File: config.mk
export PLATFORM = sky130hd
export DESIGN_NAME = store_wbuf
export DESIGN_NICKNAME = d
export VERILOG_FILES = /design/src/rtl/wbuf_pkg.sv /design/src/rtl/wbuf_entries.sv /design/src/rtl/wbuf_ctrl.sv /design/src/rtl/wbuf_lookup.sv /design/src/rtl/store_wbuf.sv
export SDC_FILE = /design/constraint.sdc
export NUM_CORES = 2
export LEC_CHECK = 0
export BUFFER_PORTS_ARGS = -buffer_cell sky130_fd_sc_hd__buf_4
export CAP_MARGIN = 25
export CORE_AREA = 2 2 360 362
export DETAILED_ROUTE_END_ITERATION = 10
export DIE_AREA = 0 0 362 364
export PLACE_DENSITY = 0.52
export REMOVE_ABC_BUFFERS = 1
export SKIP_CTS_REPAIR_TIMING = 1
export SYNTH_ARGS = -nofsm -noshare
export SYNTH_HDL_FRONTEND = slang
export SYNTH_SLANG_ARGS = --single-unit
File: constraint.sdc
create_clock -name clk -period 29 [get_ports clk]
set_input_delay 7.25 -clock clk [delete_from_list [all_inputs] [get_ports clk]]
set_output_delay 7.25 -clock clk [all_outputs]
set_load 0.005 [all_outputs]
File: src/rtl/wbuf_pkg.sv
package wbuf_pkg;
  // Registered outcome of a load lookup
  typedef enum logic [1:0] {
    LR_NONE = 2'd0,
    LR_HIT  = 2'd1,
    LR_MISS = 2'd2
  } ld_resp_e;
endpackage

File: src/rtl/wbuf_entries.sv
// Entry arrays: written at the tail, no reset, read in parallel.
module wbuf_entries #(
  parameter int DEPTH  = 8,
  parameter int ADDR_W = 32,
  parameter int DATA_W = 32,
  parameter int TAG_W  = 6,
  localparam int PTR_W = $clog2(DEPTH)
) (
  input  logic              clk,
  input  logic              wr_en,
  input  logic [PTR_W-1:0]  wr_ptr,
  input  logic [ADDR_W-1:0] wr_addr,
  input  logic [DATA_W-1:0] wr_data,
  input  logic [TAG_W-1:0]  wr_tag,
  output logic [ADDR_W-1:0] addr_q [DEPTH],
  output logic [DATA_W-1:0] data_q [DEPTH],
  output logic [TAG_W-1:0]  tag_q  [DEPTH]
);
  always_ff @(posedge clk) begin
    if (wr_en) begin
      addr_q[wr_ptr] <= wr_addr;
      data_q[wr_ptr] <= wr_data;
      tag_q[wr_ptr]  <= wr_tag;
    end
  end
endmodule

File: src/rtl/wbuf_ctrl.sv
// Head pointer and occupancy, including squash rollback of the tail.
module wbuf_ctrl #(
  parameter int DEPTH = 8,
  parameter int TAG_W = 6,
  localparam int PTR_W = $clog2(DEPTH),
  localparam int CNT_W = $clog2(DEPTH + 1)
) (
  input  logic             clk,
  input  logic             rst,
  input  logic             push,
  input  logic             pop,
  input  logic             squash,
  input  logic [TAG_W-1:0] sq_tag,
  input  logic [TAG_W-1:0] tag_q [DEPTH],
  output logic [PTR_W-1:0] head,
  output logic [PTR_W-1:0] tail,
  output logic [CNT_W-1:0] occ
);
  logic [CNT_W-1:0] keep;
  logic [CNT_W-1:0] occ_nxt;
  logic [PTR_W-1:0] idx;

  // Survivors form a prefix from the head because tags rise toward the tail.
  always_comb begin
    keep = '0;
    idx  = '0;
    for (int k = 0; k < DEPTH; k++) begin
      idx = head + PTR_W'(k);
      if (CNT_W'(k) < occ && tag_q[idx] < sq_tag)
        keep = keep + 1'b1;
    end
    if (squash)
      occ_nxt = (pop && keep != '0) ? keep - 1'b1 : keep;
    else
      occ_nxt = occ + CNT_W'(push) - CNT_W'(pop);
  end

  always_ff @(posedge clk) begin
    if (rst) begin
      head <= '0;
      occ  <= '0;
    end else begin
      head <= head + PTR_W'(pop);
      occ  <= occ_nxt;
    end
  end

  assign tail = head + occ[PTR_W-1:0];
endmodule

File: src/rtl/wbuf_lookup.sv
// Associative search of held stores; the youngest match wins.
module wbuf_lookup #(
  parameter int DEPTH  = 8,
  parameter int ADDR_W = 32,
  parameter int DATA_W = 32,
  localparam int PTR_W = $clog2(DEPTH),
  localparam int CNT_W = $clog2(DEPTH + 1)
) (
  input  logic [ADDR_W-1:0] addr_q [DEPTH],
  input  logic [DATA_W-1:0] data_q [DEPTH],
  input  logic [PTR_W-1:0]  head,
  input  logic [CNT_W-1:0]  occ,
  input  logic [ADDR_W-1:0] ld_addr,
  input  logic              byp_en,
  input  logic [ADDR_W-1:0] byp_addr,
  input  logic [DATA_W-1:0] byp_data,
  output logic              hit,
  output logic [DATA_W-1:0] hit_data
);
  logic [PTR_W-1:0] idx;

  always_comb begin
    hit      = 1'b0;
    hit_data = '0;
    idx      = '0;
    // Walk oldest to youngest so a later match overrides an earlier one.
    for (int k = 0; k < DEPTH; k++) begin
      idx = head + PTR_W'(k);
      if (CNT_W'(k) < occ && addr_q[idx] == ld_addr) begin
        hit      = 1'b1;
        hit_data = data_q[idx];
      end
    end
    // A store entering this cycle is younger than every held entry.
    if (byp_en && byp_addr == ld_addr) begin
      hit      = 1'b1;
      hit_data = byp_data;
    end
  end
endmodule

File: src/rtl/store_wbuf.sv
module store_wbuf
  import wbuf_pkg::*;
#(
  parameter int DEPTH  = 8,
  parameter int ADDR_W = 32,
  parameter int DATA_W = 32,
  parameter int TAG_W  = 6
) (
  input  logic              clk,
  input  logic              rst,
  input  logic              st_valid,
  output logic              st_ready,
  input  logic [ADDR_W-1:0] st_addr,
  input  logic [DATA_W-1:0] st_data,
  input  logic [TAG_W-1:0]  st_tag,
  input  logic              ld_valid,
  input  logic [ADDR_W-1:0] ld_addr,
  output logic              ld_hit,
  output logic              ld_miss,
  output logic [DATA_W-1:0] ld_data,
  input  logic              fence_req,
  output logic              fence_ready,
  input  logic              atomic_req,
  output logic              atomic_ready,
  input  logic              squash_valid,
  input  logic [TAG_W-1:0]  squash_tag,
  output logic              mem_valid,
  input  logic              mem_ready,
  output logic [ADDR_W-1:0] mem_addr,
  output logic [DATA_W-1:0] mem_data
);
  localparam int PTR_W = $clog2(DEPTH);
  localparam int CNT_W = $clog2(DEPTH + 1);

  logic [ADDR_W-1:0] addr_q [DEPTH];
  logic [DATA_W-1:0] data_q [DEPTH];
  logic [TAG_W-1:0]  tag_q  [DEPTH];
  logic [PTR_W-1:0]  head, tail;
  logic [CNT_W-1:0]  occ;
  logic              push, pop, empty, full;
  logic              lk_hit;
  logic [DATA_W-1:0] lk_data;
  ld_resp_e          ld_q;
  logic [DATA_W-1:0] ld_data_q;

  assign empty     = (occ == '0);
  assign full      = (occ == CNT_W'(DEPTH));
  assign mem_valid = !empty;
  assign pop       = mem_valid && mem_ready;
  // A full queue still takes a store when the head leaves on the same edge.
  assign st_ready  = !squash_valid && (!full || mem_ready);
  assign push      = st_valid && st_ready;

  wbuf_entries #(
    .DEPTH(DEPTH), .ADDR_W(ADDR_W), .DATA_W(DATA_W), .TAG_W(TAG_W)
  ) u_entries (
    .clk(clk), .wr_en(push), .wr_ptr(tail),
    .wr_addr(st_addr), .wr_data(st_data), .wr_tag(st_tag),
    .addr_q(addr_q), .data_q(data_q), .tag_q(tag_q)
  );

  wbuf_ctrl #(.DEPTH(DEPTH), .TAG_W(TAG_W)) u_ctrl (
    .clk(clk), .rst(rst), .push(push), .pop(pop),
    .squash(squash_valid), .sq_tag(squash_tag), .tag_q(tag_q),
    .head(head), .tail(tail), .occ(occ)
  );

  wbuf_lookup #(.DEPTH(DEPTH), .ADDR_W(ADDR_W), .DATA_W(DATA_W)) u_lookup (
    .addr_q(addr_q), .data_q(data_q), .head(head), .occ(occ),
    .ld_addr(ld_addr), .byp_en(push), .byp_addr(st_addr), .byp_data(st_data),
    .hit(lk_hit), .hit_data(lk_data)
  );

  always_ff @(posedge clk) begin
    if (rst) begin
      ld_q      <= LR_NONE;
      ld_data_q <= '0;
    end else begin
      ld_q      <= !ld_valid ? LR_NONE : (lk_hit ? LR_HIT : LR_MISS);
      ld_data_q <= (ld_valid && lk_hit) ? lk_data : '0;
    end
  end

  assign ld_hit       = (ld_q == LR_HIT);
  assign ld_miss      = (ld_q == LR_MISS);
  assign ld_data      = ld_data_q;
  assign mem_addr     = addr_q[head];
  assign mem_data     = data_q[head];
  assign fence_ready  = fence_req && empty;
  assign atomic_ready = atomic_req && empty;
endmodule

# Yosys cells after proc, flatten, opt, wreduce, memory -nomap -nowiden

Cells that the tools add are included.

Input port bits: 116
Flip-flop bits (word level): 601
Output and inout port bits: 102
Logic and storage cells: 237

Reductions and logical operators: 33
Order comparisons: 26
Multiplexer cells: 108
Bitwise gates (word level): 11
Equality and inequality tests: 12
Add/subtract/negate cells: 19

Operators by type and width:

| operator              | number |
|---|---|
| $bmux W32 S3          | 16 |
| $mux W32              | 42 |
| $bwmux W256           | 2 |
| $eq A32 B32 Y1        | 9 |
| $bmux W6 S3           | 8 |
| $mux W6               | 17 |
| $demux W32 S3         | 1 |
| $bwmux W48            | 1 |
| $lt A6 B6 Y1          | 8 |
| $ge A4 B4 Y1 const B  | 9 |
| $mux W4               | 9 |
| $not A3 Y4            | 9 |
| $logic_and A1 B1 Y1   | 25 |
| $add A4 B1 Y4 const B | 6 |
| $demux W6 S3          | 1 |
| $lt A3 B4 Y1 const A  | 4 |
| $add A3 B3 Y3 const B | 4 |
| $mux W1               | 10 |
| $lt A1 B4 Y1 const A  | 2 |
| $lt A2 B4 Y1 const A  | 2 |
| $add A3 B2 Y3 const B | 2 |
| $add A4 B1 Y4         | 1 |
| $eq A4 B4 Y1 const B  | 1 |
| $logic_not A4 Y1      | 1 |
| 15 further kinds      | 19 |

# Depth between registers and ports, before layout

Depth in word-level cells: 25
Depth in mapped cells: 49
Mapped depth without buffers: 35

# By module

Synthesis repeated with hierarchy kept, for this count alone.

Cells, all modules: 4013
Area total of the unflattened synthesis: 52793.1 um^2

Modules (own cells, without submodules):

| module       | times used | sequential area each (um^2) | cells an instance | area each (um^2) |
|---|---|---|---|---|
| wbuf_lookup  | 1          | 0.0                         | 2715              | 26839.5 |
| wbuf_entries | 1          | 16816.1                     | 568               | 16912.5 |
| store_wbuf   | 1          | 680.7                       | 310               | 4807.1 |
| wbuf_ctrl    | 1          | 140.1                       | 420               | 4234.1 |

# Worst setup path before layout

Ideal clock, no wire load.

Path kind: input-to-reg
From: input squash_valid
To: register u_entries.addr_q[100] (netlist name) (enable)
Stages on the path: 4
Path slack: 13.807 ns
Required time: 28.329 ns
Arrival: 14.522 ns
Buffers on the path: 1
Library setup time: 0.671 ns
Path through: buf_1 > a31oi_1 > nand2_1 > nor4_1

Cells in the longest elaborated chain, start to end: 3

Ends and longest elaborated chain:

| what                           | line               | RTL |
|---|---|---|
| start: declaration             | store_wbuf.sv:25   | `input logic squash_valid,` |
| $logic_not A1 Y1               | store_wbuf.sv:51   | `assign st_ready = !squash_valid && (!full \|\| mem_ready);` |
| $logic_and A1 B1 Y1            | store_wbuf.sv:51   |  |
| named net st_ready             | store_wbuf.sv:12   | `output logic st_ready,` |
| $logic_and A1 B1 Y1            | store_wbuf.sv:52   | `assign push = st_valid && st_ready;` |
| end signal: indexed assignment | wbuf_entries.sv:21 | `addr_q[wr_ptr] <= wr_addr;` |
| end: declaration               | wbuf_entries.sv:15 | `output logic [ADDR_W-1:0] addr_q [DEPTH],` |

The timed path passes the listed nets, and every way through them passes these cells.
A chain may end at the register's enable or synchronous reset.

# Final worst setup path

From: input squash_valid
To: output st_ready

Cells in the longest elaborated chain, start to end: 2

Ends and longest elaborated chain:

| what                | line |
|---|---|
| $logic_not A1 Y1    | store_wbuf.sv:51 |
| $logic_and A1 B1 Y1 | store_wbuf.sv:51 |
| end: declaration    | store_wbuf.sv:12 |

No other way between the ends.

==> qor.csv <==
stage,metric,value,unit
run_status,status,completed,
route,postRouteAntennaNets,0,
power_and_ir_drop,switching_power,1955,uW
route,top_layer_used,met5,
final_layout,fin_cells,5355,
clock_tree,cts_made_buffers,74,
clock_tree,clkLatencyLatePin,670,ps
power_and_ir_drop,p_leak,0.01672,uW
synthesis,synth.area.top_cells,"edfxtp_1, mux4_2, mux2i_1, nand2_1, xnor2_1",
route,num_vias,32400,
floorplan,fp.dieH,364,um
clock_tree,numClockSinks,601,
final_layout,final_area,50040,um2
synthesis,ys.flop_type,edfxtp_1,
clock_tree,h-tree-depth,3,
global_routing,overflow,0,
placement,placed_area,47660,um2
clock_tree,cts_buffer_depth,3,
power_and_ir_drop,clock_power_share,19.3,%
synthesis,ys_top_cells_by_count,"edfxtp_1, mux4_2, nand2_1, mux2i_1, o21ai_0",
synthesis,synth_cell_types,73,
global_routing,grt_max_degree,130,
route,met2_length,73960,um
power_and_ir_drop,power_frac_comb,57.5,%
power_and_ir_drop,power-per-cell-area,93.76,nW/um2
timing,finalSetupViolCount,0,
synthesis,yosysSeqAreaShare,39.54,%
power_and_ir_drop,p_int,2736,uW
synthesis,synth_edf_count,560,
route,via_per_inst,6.050,
route,m1WireLength,61590,um
synthesis,netlist_area,44600,um2
timing,rsz0062_at_grt,no,
timing,setup_ws,14020,ps
setup_path,required,21750,ps
setup_path,critPathLaunchType,input pin,
clock_tree,clk_pin_slew_worst_paths,60,ps
timing,fin_hold_ws,819.8,ps
placement,io_buffers,217,
floorplan,die_x,362,um
power_and_ir_drop,ir_drop,90.87,uV
timing,slew_headroom,27.81,%
final_layout,nets,3795,
final_layout,final_layout_size_suffix_gt1_share,27.07,%
route,drt_iter0_markers,2876,
hold_path,hp-class,reg -> reg,
placement,dp.cells,5211,
timing,final_max_slew_viol_count,0,
floorplan,coreArea,128300,um2
synthesis,synth_top_cell_area_share,37.70,%
placement,dp_hpwl,97420,um
timing,clock.fmax,0.06675,GHz
global_routing,grt_pass1_wl,220900,um
route,wl_per_cell,28.83,um
clock_tree,cts_tree,built,
route,drt_wl_total,154400,um
flow_run,maxCapViolations,0,
global_routing,antenna_found_initial,21,
final_layout,area_delta_synth_final,12.18,%
route,remaining_drc_errors,0,
setup_path,crit_fanout,10,
setup_path,critical_path_class,in -> out,
global_routing,grt_pass1_vias,31570,
setup_path,worst_setup_path_end_kind,output pin,
route,wl_met3,13050,um
timing,period_share,51.66,%
synthesis,syn_inst,3567,
synthesis,postSynth.asyncResetShare,0,%
power_and_ir_drop,swShare,41.68,%
synthesis,avgSynthCellArea,12.50,um2
power_and_ir_drop,p_seq_share,23.2,%
synthesis,yosys.area.top_type,edfxtp_1,
timing,finalHoldViolations,0,
synthesis,synth.most_common_cell,edfxtp_1,
floorplan,design.die.area,131800,um2
setup_path,cp.arrival,7730,ps
placement,place_ws,14010,ps
timing,worstMarginPinSlew,1083,ps
synthesis,synth_warnings,0,
timing,fin_crit,14980,ps
route,firstDrtPassIters,5,
clock_tree,cts_root_buffer,clkbuf_16,
floorplan,start_util,34.76,%
floorplan,row_count,132,
synthesis,synth_seq_cells,601,
floorplan,ios,218,
global_routing,grt_usage,22.99,%
placement,gp_congestion,0.8722,
timing,skew,26.90,ps
## cell type report
class | count | area, um2
timing repair buffer | 280 | 2210
tap | 1675 | 2096
fill | 12100 | 78290
multi-input combinational | 2626 | 25630
clock inverter | 38 | 306.5
antenna | 8 | 20.02
clock buffer | 96 | 2006
inverter | 31 | 118.9
sequential | 601 | 17650
## cell families (layout without fill, tap and decap cells)
kind of cell	after synthesis	count (layout)	synth area share, %
mux	909	909	32.87
compound gates	589	589	8.645
buf+inv	340	445	3.324
xor+xnor	317	317	6.463
other cells	0	8	0
flops	601	601	39.54
fa+ha+maj	65	65	1.857
simple gates	746	746	7.299
## registers in the layout, summed over array words and instances, names as in the netlist
register          flops
ld_data              32
ld_q                  2
u_ctrl.head           3
u_ctrl.occ            4
u_entries.addr_q    256
u_entries.data_q    256
u_entries.tag_q      48
## worst max-delay path: stages
cell	delay [ps]
buf_4	150
a31oi_1	180
buf_4	140
## cell usage in the layout (no fill, tap or decap), types with 16 or more instances in the layout
master,n
a211oi_1,35
a21o_1,39
a21oi_1,113
a221oi_1,33
buf_4,272
clkbuf_1,16
clkbuf_16,75
clkinv_1,17
dfxtp_1,38
edfxtp_1,560
ha_1,62
inv_1,30
mux2_2,116
mux2i_1,360
mux4_2,433
nand2_1,419
nand3_1,22
nand4_1,27
nor2_1,144
nor4_1,54
o211ai_1,100
o21ai_0,198
o221a_2,21
xnor2_1,175
xor2_1,133
## final timing paths
check	from	to	slack (ps)	cells after the start
hold / removal	u_ctrl.head[2]	u_ctrl.head[2]	820	2
setup / recovery	squash_valid	st_ready	14020	3
hold reg to reg	u_ctrl.head[2]	u_ctrl.head[2]	820	2
setup reg to reg	u_ctrl.head[1]	u_ctrl.occ[1]	19070	35
## routing by layer
metal  global-route usage (%)  vias up
li1                         -    14150
met1                    29.61    16570
met2                    37.93     1344
met3                    4.937      317
met4                    8.791       22
met5                        0        -
## stage by stage
stage	setup TNS, ps	util (%)	total power [uW]
after floorplan	-123530	-	3837
after global placement	0	37.14	3773
after detailed placement	0	37.14	3786
after CTS	0	38.94	4712
after global routing	0	38.99	4972
final	0	38.99	4691
## power by group through the flow
| stage | combinational, uW | sequential [uW] | clock, uW |
|---|---|---|---|
| floorplan | 2620 | 1220 | 0 |
| global placement | 2670 | 1100 | 0 |
| detailed placement | 2680 | 1110 | 0 |
| CTS | 2700 | 1090 | 927 |
| global route | 2920 | 1100 | 958 |
| finish | 2700 | 1090 | 905 |
Power figures use the tool's default switching activity.
